[src/rtl/eiu_pkg.sv]
package eiu_pkg;
   localparam int BIT_RX    = 0;
   localparam int BIT_TXERR = 1;
   localparam int BIT_TXEMP = 2;
   localparam int BIT_ALLOC = 3;
   localparam int BIT_OVRN  = 4;
   localparam int BIT_EPH   = 5;
   localparam int NUM_SRC   = 6;

   localparam int CTL_TE = 5;
   localparam int CTL_CR = 6;
   localparam int CTL_LE = 7;

   typedef struct packed {
      logic le;
      logic cr;
      logic te;
   } eph_en_t;
endpackage

[src/rtl/eiu_flag.sv]
module eiu_flag (
   input  logic clk,
   input  logic rst_n,
   input  logic set_i,
   input  logic clr_i,
   output logic q_o
);
   always_ff @(posedge clk or negedge rst_n) begin
      if (!rst_n)     q_o <= 1'b0;
      else if (set_i) q_o <= 1'b1;
      else if (clr_i) q_o <= 1'b0;
   end
endmodule

[src/rtl/eiu_cnt.sv]
module eiu_cnt #(
   parameter int CNT_W    = 4,
   parameter bit SATURATE = 1'b1
) (
   input  logic             clk,
   input  logic             rst_n,
   input  logic             inc_i,
   input  logic             clr_i,
   output logic [CNT_W-1:0] cnt_o,
   output logic             wrap_o
);
   localparam logic [CNT_W-1:0] CMAX = {CNT_W{1'b1}};

   logic wrapped;
   logic at_max;
   logic hold;

   assign at_max = (cnt_o == CMAX);

   generate
      if (SATURATE) begin : g_sat
         assign hold = wrapped & at_max;
      end else begin : g_free
         assign hold = 1'b0;
      end
   endgenerate

   assign wrap_o = inc_i & ~clr_i & at_max & ~hold;

   always_ff @(posedge clk or negedge rst_n) begin
      if (!rst_n) begin
         cnt_o   <= '0;
         wrapped <= 1'b0;
      end else if (clr_i) begin
         cnt_o   <= '0;
         wrapped <= 1'b0;
      end else if (inc_i && !hold) begin
         cnt_o <= cnt_o + 1'b1;
         if (at_max) wrapped <= 1'b1;
      end
   end
endmodule

[src/rtl/eiu_stats.sv]
module eiu_stats #(
   parameter int CNT_W    = 4,
   parameter int N_CNT    = 4,
   parameter bit SATURATE = 1'b1,
   localparam int SW      = CNT_W * N_CNT
) (
   input  logic             clk,
   input  logic             rst_n,
   input  logic [N_CNT-1:0] evt_i,
   input  logic             rd_i,
   output logic [SW-1:0]    word_o,
   output logic             roll_o
);
   logic [N_CNT-1:0] wrap;

   for (genvar i = 0; i < N_CNT; i++) begin : g_cnt
      eiu_cnt #(.CNT_W(CNT_W), .SATURATE(SATURATE)) u_cnt (
         .clk   (clk),
         .rst_n (rst_n),
         .inc_i (evt_i[i]),
         .clr_i (rd_i),
         .cnt_o (word_o[i*CNT_W +: CNT_W]),
         .wrap_o(wrap[i])
      );
   end

   eiu_flag u_roll (
      .clk  (clk),
      .rst_n(rst_n),
      .set_i(|wrap),
      .clr_i(rd_i),
      .q_o  (roll_o)
   );
endmodule

[src/rtl/eiu_top.sv]
module eiu_top #(
   parameter int STAT_W   = 8,
   parameter int CNT_W    = 4,
   parameter int N_CNT    = 4,
   parameter bit SATURATE = 1'b1
) (
   input  logic                     clk,
   input  logic                     rst_n,
   input  logic                     rx_nonempty,
   input  logic                     tx_err_evt,
   input  logic                     tx_empty_evt,
   input  logic                     alloc_cmd,
   input  logic                     alloc_done,
   input  logic                     rx_ovrn_evt,
   input  logic                     link_err_evt,
   input  logic [N_CNT-1:0]         cnt_evt,
   input  logic                     txen_set,
   input  logic                     mask_wr,
   input  logic [STAT_W-1:0]        mask_wdata,
   input  logic                     ist_wr,
   input  logic [STAT_W-1:0]        ist_wdata,
   input  logic                     ctrl_wr,
   input  logic [STAT_W-1:0]        ctrl_wdata,
   input  logic                     stat_rd,
   output logic                     irq,
   output logic [STAT_W-1:0]        int_status,
   output logic [STAT_W-1:0]        int_mask,
   output logic [CNT_W*N_CNT-1:0]   stats_word,
   output logic                     rollover,
   output logic                     tx_enable
);
   import eiu_pkg::*;

   localparam int SW = CNT_W * N_CNT;

   generate
      if (STAT_W < NUM_SRC || STAT_W <= CTL_LE) begin : g_bad_w
         $error("eiu_top: STAT_W too narrow for status or control fields");
      end
      if (CNT_W < 2 || N_CNT < 1) begin : g_bad_cnt
         $error("eiu_top: counter geometry invalid");
      end
   endgenerate

   eph_en_t en;
   logic    st_txerr, st_txemp, st_alloc, st_ovrn;
   logic    txerr_pend, link_pend, eph;
   logic    w1c_txerr, w1c_txemp, w1c_ovrn;
   logic    unused_bits;

   assign w1c_txerr = ist_wr & ist_wdata[BIT_TXERR];
   assign w1c_txemp = ist_wr & ist_wdata[BIT_TXEMP];
   assign w1c_ovrn  = ist_wr & ist_wdata[BIT_OVRN];

   eiu_flag u_txerr (.clk(clk), .rst_n(rst_n), .set_i(tx_err_evt),
                     .clr_i(w1c_txerr), .q_o(st_txerr));
   eiu_flag u_txemp (.clk(clk), .rst_n(rst_n), .set_i(tx_empty_evt),
                     .clr_i(w1c_txemp), .q_o(st_txemp));
   eiu_flag u_ovrn  (.clk(clk), .rst_n(rst_n), .set_i(rx_ovrn_evt),
                     .clr_i(w1c_ovrn), .q_o(st_ovrn));
   eiu_flag u_alloc (.clk(clk), .rst_n(rst_n), .set_i(alloc_done),
                     .clr_i(alloc_cmd), .q_o(st_alloc));
   eiu_flag u_tpend (.clk(clk), .rst_n(rst_n), .set_i(tx_err_evt),
                     .clr_i(txen_set), .q_o(txerr_pend));
   eiu_flag u_lpend (.clk(clk), .rst_n(rst_n), .set_i(link_err_evt),
                     .clr_i(ctrl_wr & ~ctrl_wdata[CTL_LE]), .q_o(link_pend));

   always_ff @(posedge clk or negedge rst_n) begin
      if (!rst_n) begin
         int_mask  <= '0;
         en        <= '0;
         tx_enable <= 1'b0;
      end else begin
         if (mask_wr) int_mask <= mask_wdata;
         if (ctrl_wr) en <= eph_en_t'(ctrl_wdata[CTL_LE:CTL_TE]);
         if (tx_err_evt)    tx_enable <= 1'b0;
         else if (txen_set) tx_enable <= 1'b1;
      end
   end

   eiu_stats #(.CNT_W(CNT_W), .N_CNT(N_CNT), .SATURATE(SATURATE)) u_stats (
      .clk   (clk),
      .rst_n (rst_n),
      .evt_i (cnt_evt),
      .rd_i  (stat_rd),
      .word_o(stats_word),
      .roll_o(rollover)
   );

   assign eph = (en.te & txerr_pend) | (en.cr & rollover) | (en.le & link_pend);

   always_comb begin
      int_status            = '0;
      int_status[BIT_RX]    = rx_nonempty;
      int_status[BIT_TXERR] = st_txerr;
      int_status[BIT_TXEMP] = st_txemp;
      int_status[BIT_ALLOC] = st_alloc;
      int_status[BIT_OVRN]  = st_ovrn;
      int_status[BIT_EPH]   = eph;
   end

   assign irq = |(int_status & int_mask);

   assign unused_bits = ^{ist_wdata, ctrl_wdata, SW[0]};
endmodule

[config.mk]
export PLATFORM = sky130hd
export DESIGN_NAME = eiu_top
export DESIGN_NICKNAME = d
export VERILOG_FILES = /design/src/rtl/eiu_pkg.sv /design/src/rtl/eiu_flag.sv /design/src/rtl/eiu_cnt.sv /design/src/rtl/eiu_stats.sv /design/src/rtl/eiu_top.sv
export SDC_FILE = /design/constraint.sdc
export NUM_CORES = 1
export LEC_CHECK = 0
export ABC_AREA = 1
export BUFFER_PORTS_ARGS = -buffer_cell sky130_fd_sc_hd__buf_2
export CAP_MARGIN = 10
export CELL_PAD_IN_SITES_DETAIL_PLACEMENT = 0
export CELL_PAD_IN_SITES_GLOBAL_PLACEMENT = 1
export CORE_MARGIN = 2
export CORE_UTILIZATION = 35
export CTS_CLUSTER_SIZE = 40
export DETAILED_ROUTE_END_ITERATION = 7
export GPL_TIMING_DRIVEN = 0
export PLACE_DENSITY_LB_ADDON = 0.25
export SYNTH_ARGS = -nofsm -noshare
export SYNTH_HDL_FRONTEND = slang
export SYNTH_SLANG_ARGS = --single-unit
[constraint.sdc]
create_clock -name clk -period 1.38 [get_ports clk]
set_input_delay 0.069 -clock clk [delete_from_list [all_inputs] [get_ports clk]]
set_output_delay 0.069 -clock clk [all_outputs]
set_load 0.02 [all_outputs]
==> results list <==
- For this design the top-level I/O count stands at 77.
- Top delay family on crit path: simple AND/OR/NAND/NOR gates
- The filler cells instantiated in the layout total 579.
- Setup repair after global routing missed its margin: false
- The synthesized design spends more area on one cell type than any other, namely dfrtp_1.
- Largest net degree at the start of global routing: 40
* Number of antenna violations at the first check in global routing: 0
- Critical path fanouts, max: 6
* Max-capacitance violation count: 0
* Number of enable-type register cells in the synthesized netlist: 0
- Most frequent cells after synthesis: nand2_1, dfrtp_1, nand3_1
- After clock tree synthesis, the clock-pin slew on the worst setup and hold paths is about 0.07 ns.
* Number of sinks handled by clock tree synthesis: 39
- For this design, the slowest cell found on the critical path is dfrtp_2.
- Die Y: about 79 um
- Relative to the synthesized area, the layout overhead comes to 31.1%.
- Fraction of the core area covered by cells at the end of the flow: about 47%
* HPWL after DPL: 3080 um
* Mean post-synth cell area: approximately 8.7 um2
* Root Buffer: clkbuf_8
- Share of the cycle needed by the critical path after routing: between 90% and 100%
- Vias in the first global route: 1644
* Total Routing Usage GR: about 15%
- Using the TritonRoute via totals, the vias-per-cell ratio works out to approximately 4.6.
- Wire length of the first global-routing pass: approximately 7300 um
- Leading cell types by total area after synthesis: dfrtp_1, nand2_1, nand3_1
* Level count of the clock H-tree: 2
- TritonCTS built the clock tree.
- TritonCTS buffer count: 5
* Time the final worst path needs with I/O delays and setup: 1.28 ns
* Final sum of negative setup slack: 0 ns
* Share of the synthesized area in the top cell type: 49.3%
- Sequential fraction of the synthesis area: between 40% and 50%
- The worst setup path is launched from a flip-flop.
* Total count of hold-check failures in the final report: 0
- For this design the static power due to leakage is 1.40 nW.
- Status: finished clean
- Between clock sinks in the finished design, the worst skew comes to a little over 0.008 ns.
- Timing would allow up to 780 MHz.
* Fraction of synthesis flops using an asynchronous set or reset pin: 100%
* Final Max Slew Viols: 0
* Endpoint type of the worst setup path: flip-flop
- In this run the worst hold path is classified as input port to flip-flop.
- Non-filler instance count after layout: roughly 380
- Power density relative to cell area: ~940 mW/mm2
- Site Rows: 27
- Detailed-routing iteration count for the pre-antenna-repair pass: 5
- The routed layout has roughly 1700 vias.
- Antenna Violating Nets Remaining: 0
- Headroom to the max-slew limit: between 40% and 50%
- In this run the horizontal extent of the chip is between 70 and 80 um.
- Setup-failing EPs final: 0
- The most numerous cell type found on the critical path is nand2_1.
- Most frequent cell after synthesis: nand2_1
- The critical path goes through ha_1 -> nand3_1 -> nor2_2 -> nor2_4 -> nand2_1 -> nand2_1 -> nor2_1.
- At the worst endpoint, the required time is between 1.5 and 2 ns.
- Final hold slack: roughly 0.013 ns
* Final WL: roughly 4300 um
* Worst Path Class, Setup: flip-flop to flip-flop
* Area of the die: between 0.006 and 0.007 mm2
- Fraction of final layout cells with drive strength greater than 1: 34.2%
- CORE AREA: 0.00547 mm2
- Synthesized area: between 0.0015 and 0.002 mm2
- Once placement completed, the tool counted placed cells totaling between 300 and 400.
- Global routing finished with a remaining overflow of 0.
- Bufs and invs on worst path: 0
- The detailed router finished its first iteration with 57 violations.
- Worst Max-Slew Pin Slew: about 0.9 ns
* Routability Congestion: 0.711
- Crit path DAT: ~1.5 ns
- Initial cell density of the core: 36.2%
* Netlist cell types: 23
- In the final routed layout, each cell accounts on average for ~11 um.
- Counting along the longest clock path gives a buffer depth of 2.
- The Yosys step of the flow raised 0 warnings.
- Max rail drop VDD: about 410 uV
- For this run, the leading register cell type out of synthesis is dfrtp_1.
- Port Buffer Count: 62
- Area of combinational cells with multiple inputs: around 840 um2
* Insertion delay to the later sink of the worst-skew pair: ~0.29 ns
- After synthesis the netlist holds a flip-flop and latch count of 39.
* Final Net Count: 355
* Count of mapped cells out of synthesis: between 200 and 250
- Count of unresolved DRC violations after routing: 0
* Biggest cell delay along the critical path: ~0.44 ns
* Sequential cell area: 981 um2
* Antenna fix cells: 0
==> path summary, 6_finish.rpt <==
kind / slack [ns] / depth (start not counted) / from / to
max: 0.1 / 7 / u_stats.g_cnt[2].u_cnt.cnt_o[0]$_DFFE_PN0P_ / u_stats.g_cnt[2].u_cnt.cnt_o[0]$_DFFE_PN0P_
min: 0.01 / 2 / mask_wdata[0] / int_mask[0]$_DFFE_PN0P_
max reg2reg: 0.1 / 7 / u_stats.g_cnt[2].u_cnt.cnt_o[0]$_DFFE_PN0P_ / u_stats.g_cnt[2].u_cnt.cnt_o[0]$_DFFE_PN0P_
min reg2reg: 0.48 / 2 / en[0]$_DFFE_PN0P_ / en[0]$_DFFE_PN0P_
max in group asynchronous: 0.32 / 2 / rst_n / u_stats.g_cnt[1].u_cnt.cnt_o[1]$_DFFE_PN0P_
min in group asynchronous: 0.45 / 2 / rst_n / u_lpend.q_o$_DFFE_PN0P_
==> where the power goes <==
| group | internal, W | leakage, nW | switching, W |
|---|---|---|---|
| sequential | 0.00121 | 0.485 | 0.0000542 |
| combinational | 0.000189 | 0.870 | 0.000251 |
| clock | 0.000354 | 0.0422 | 0.000371 |
==> area by class of cell <==
type,instances,area share [%]
buffer,12,3.37
clock buffer,7,2.94
tap,72,3.47
sequential,39,37.8
clock inverter,1,0.193
timing repair buffer,73,16.1
multi-input combinational,152,32.4
inverter,26,3.76
==> stage by stage <==
stage,power (W),cell area [um2],setup WS [ns]
after global placement,0.00170,2380,0.0209
after detailed placement,0.00170,2380,0.00862
after floorplan,0.00153,1980,0.0341
after global routing,0.00259,2600,0.00163
after CTS,0.00247,2560,0.0512
final,0.00243,2600,0.0974
==> cell families (layout without fill, tap and decap cells) <==
family	Yosys count	in the layout	share of synthesized area, %
AND/OR/NAND/NOR	116	116	26.2
flip-flops	39	39	49.3
buffers and inverters	38	119	9.35
AO/OA/AOI/OAI	18	18	6.13
multiplexers	8	8	4.55
adder cells (fa/ha/maj)	4	4	2.53
XOR/XNOR	4	4	1.77
other	1	2	0.189
==> cells in the final DEF (no fill, tap or decap), drive strengths merged <==
master       Yosys  final
o21bai           3      3
nand2           58     58
nand4            7      7
conb             1      2
dlygate4sd3      0     10
buf             12     75
ha               4      4
clkbuf           0      7
a21o             2      2
inv             26     26
xor2             4      4
o21ai            8      8
dfrtp           39     39
nor2            20     20
mux2             8      8
nand3           30     30
a21oi            5      5
clkinv           0      1
nand3b           1      1
==> per-layer routing <==
metal  routed length (um)  vias up  global-route usage, %  part of all wire (%)
met5                    0        -                      0                     0
met2                 1900       57                   24.3                    44
met3                  288        4                   3.64                   6.8
met4                   55        0                   5.17                   1.3
li1                     -      892                      -                     -
met1                 2030      788                   18.9                    48
==> registers in the layout (all words and copies together) (netlist names) <==
register / flops
u_stats.g_cnt.u_cnt.cnt_o: 16
int_mask: 8
u_stats.g_cnt.u_cnt.wrapped: 4
en: 3
tx_enable: 1
u_alloc.q_o: 1
u_lpend.q_o: 1
u_ovrn.q_o: 1
u_stats.u_roll.q_o: 1
u_tpend.q_o: 1
u_txemp.q_o: 1
u_txerr.q_o: 1
==> what timing repair did <==
action / CTS / global route
pin swaps: 0 / 0
hold buffers: 9 / 1
setup buffers: 0 / 1
resized for setup: 1 / 7
hold endpoints to repair: 46 / 1
endpoints found under the setup margin: 1 / 8
Note: power is estimated with default switching activity, not from simulation.
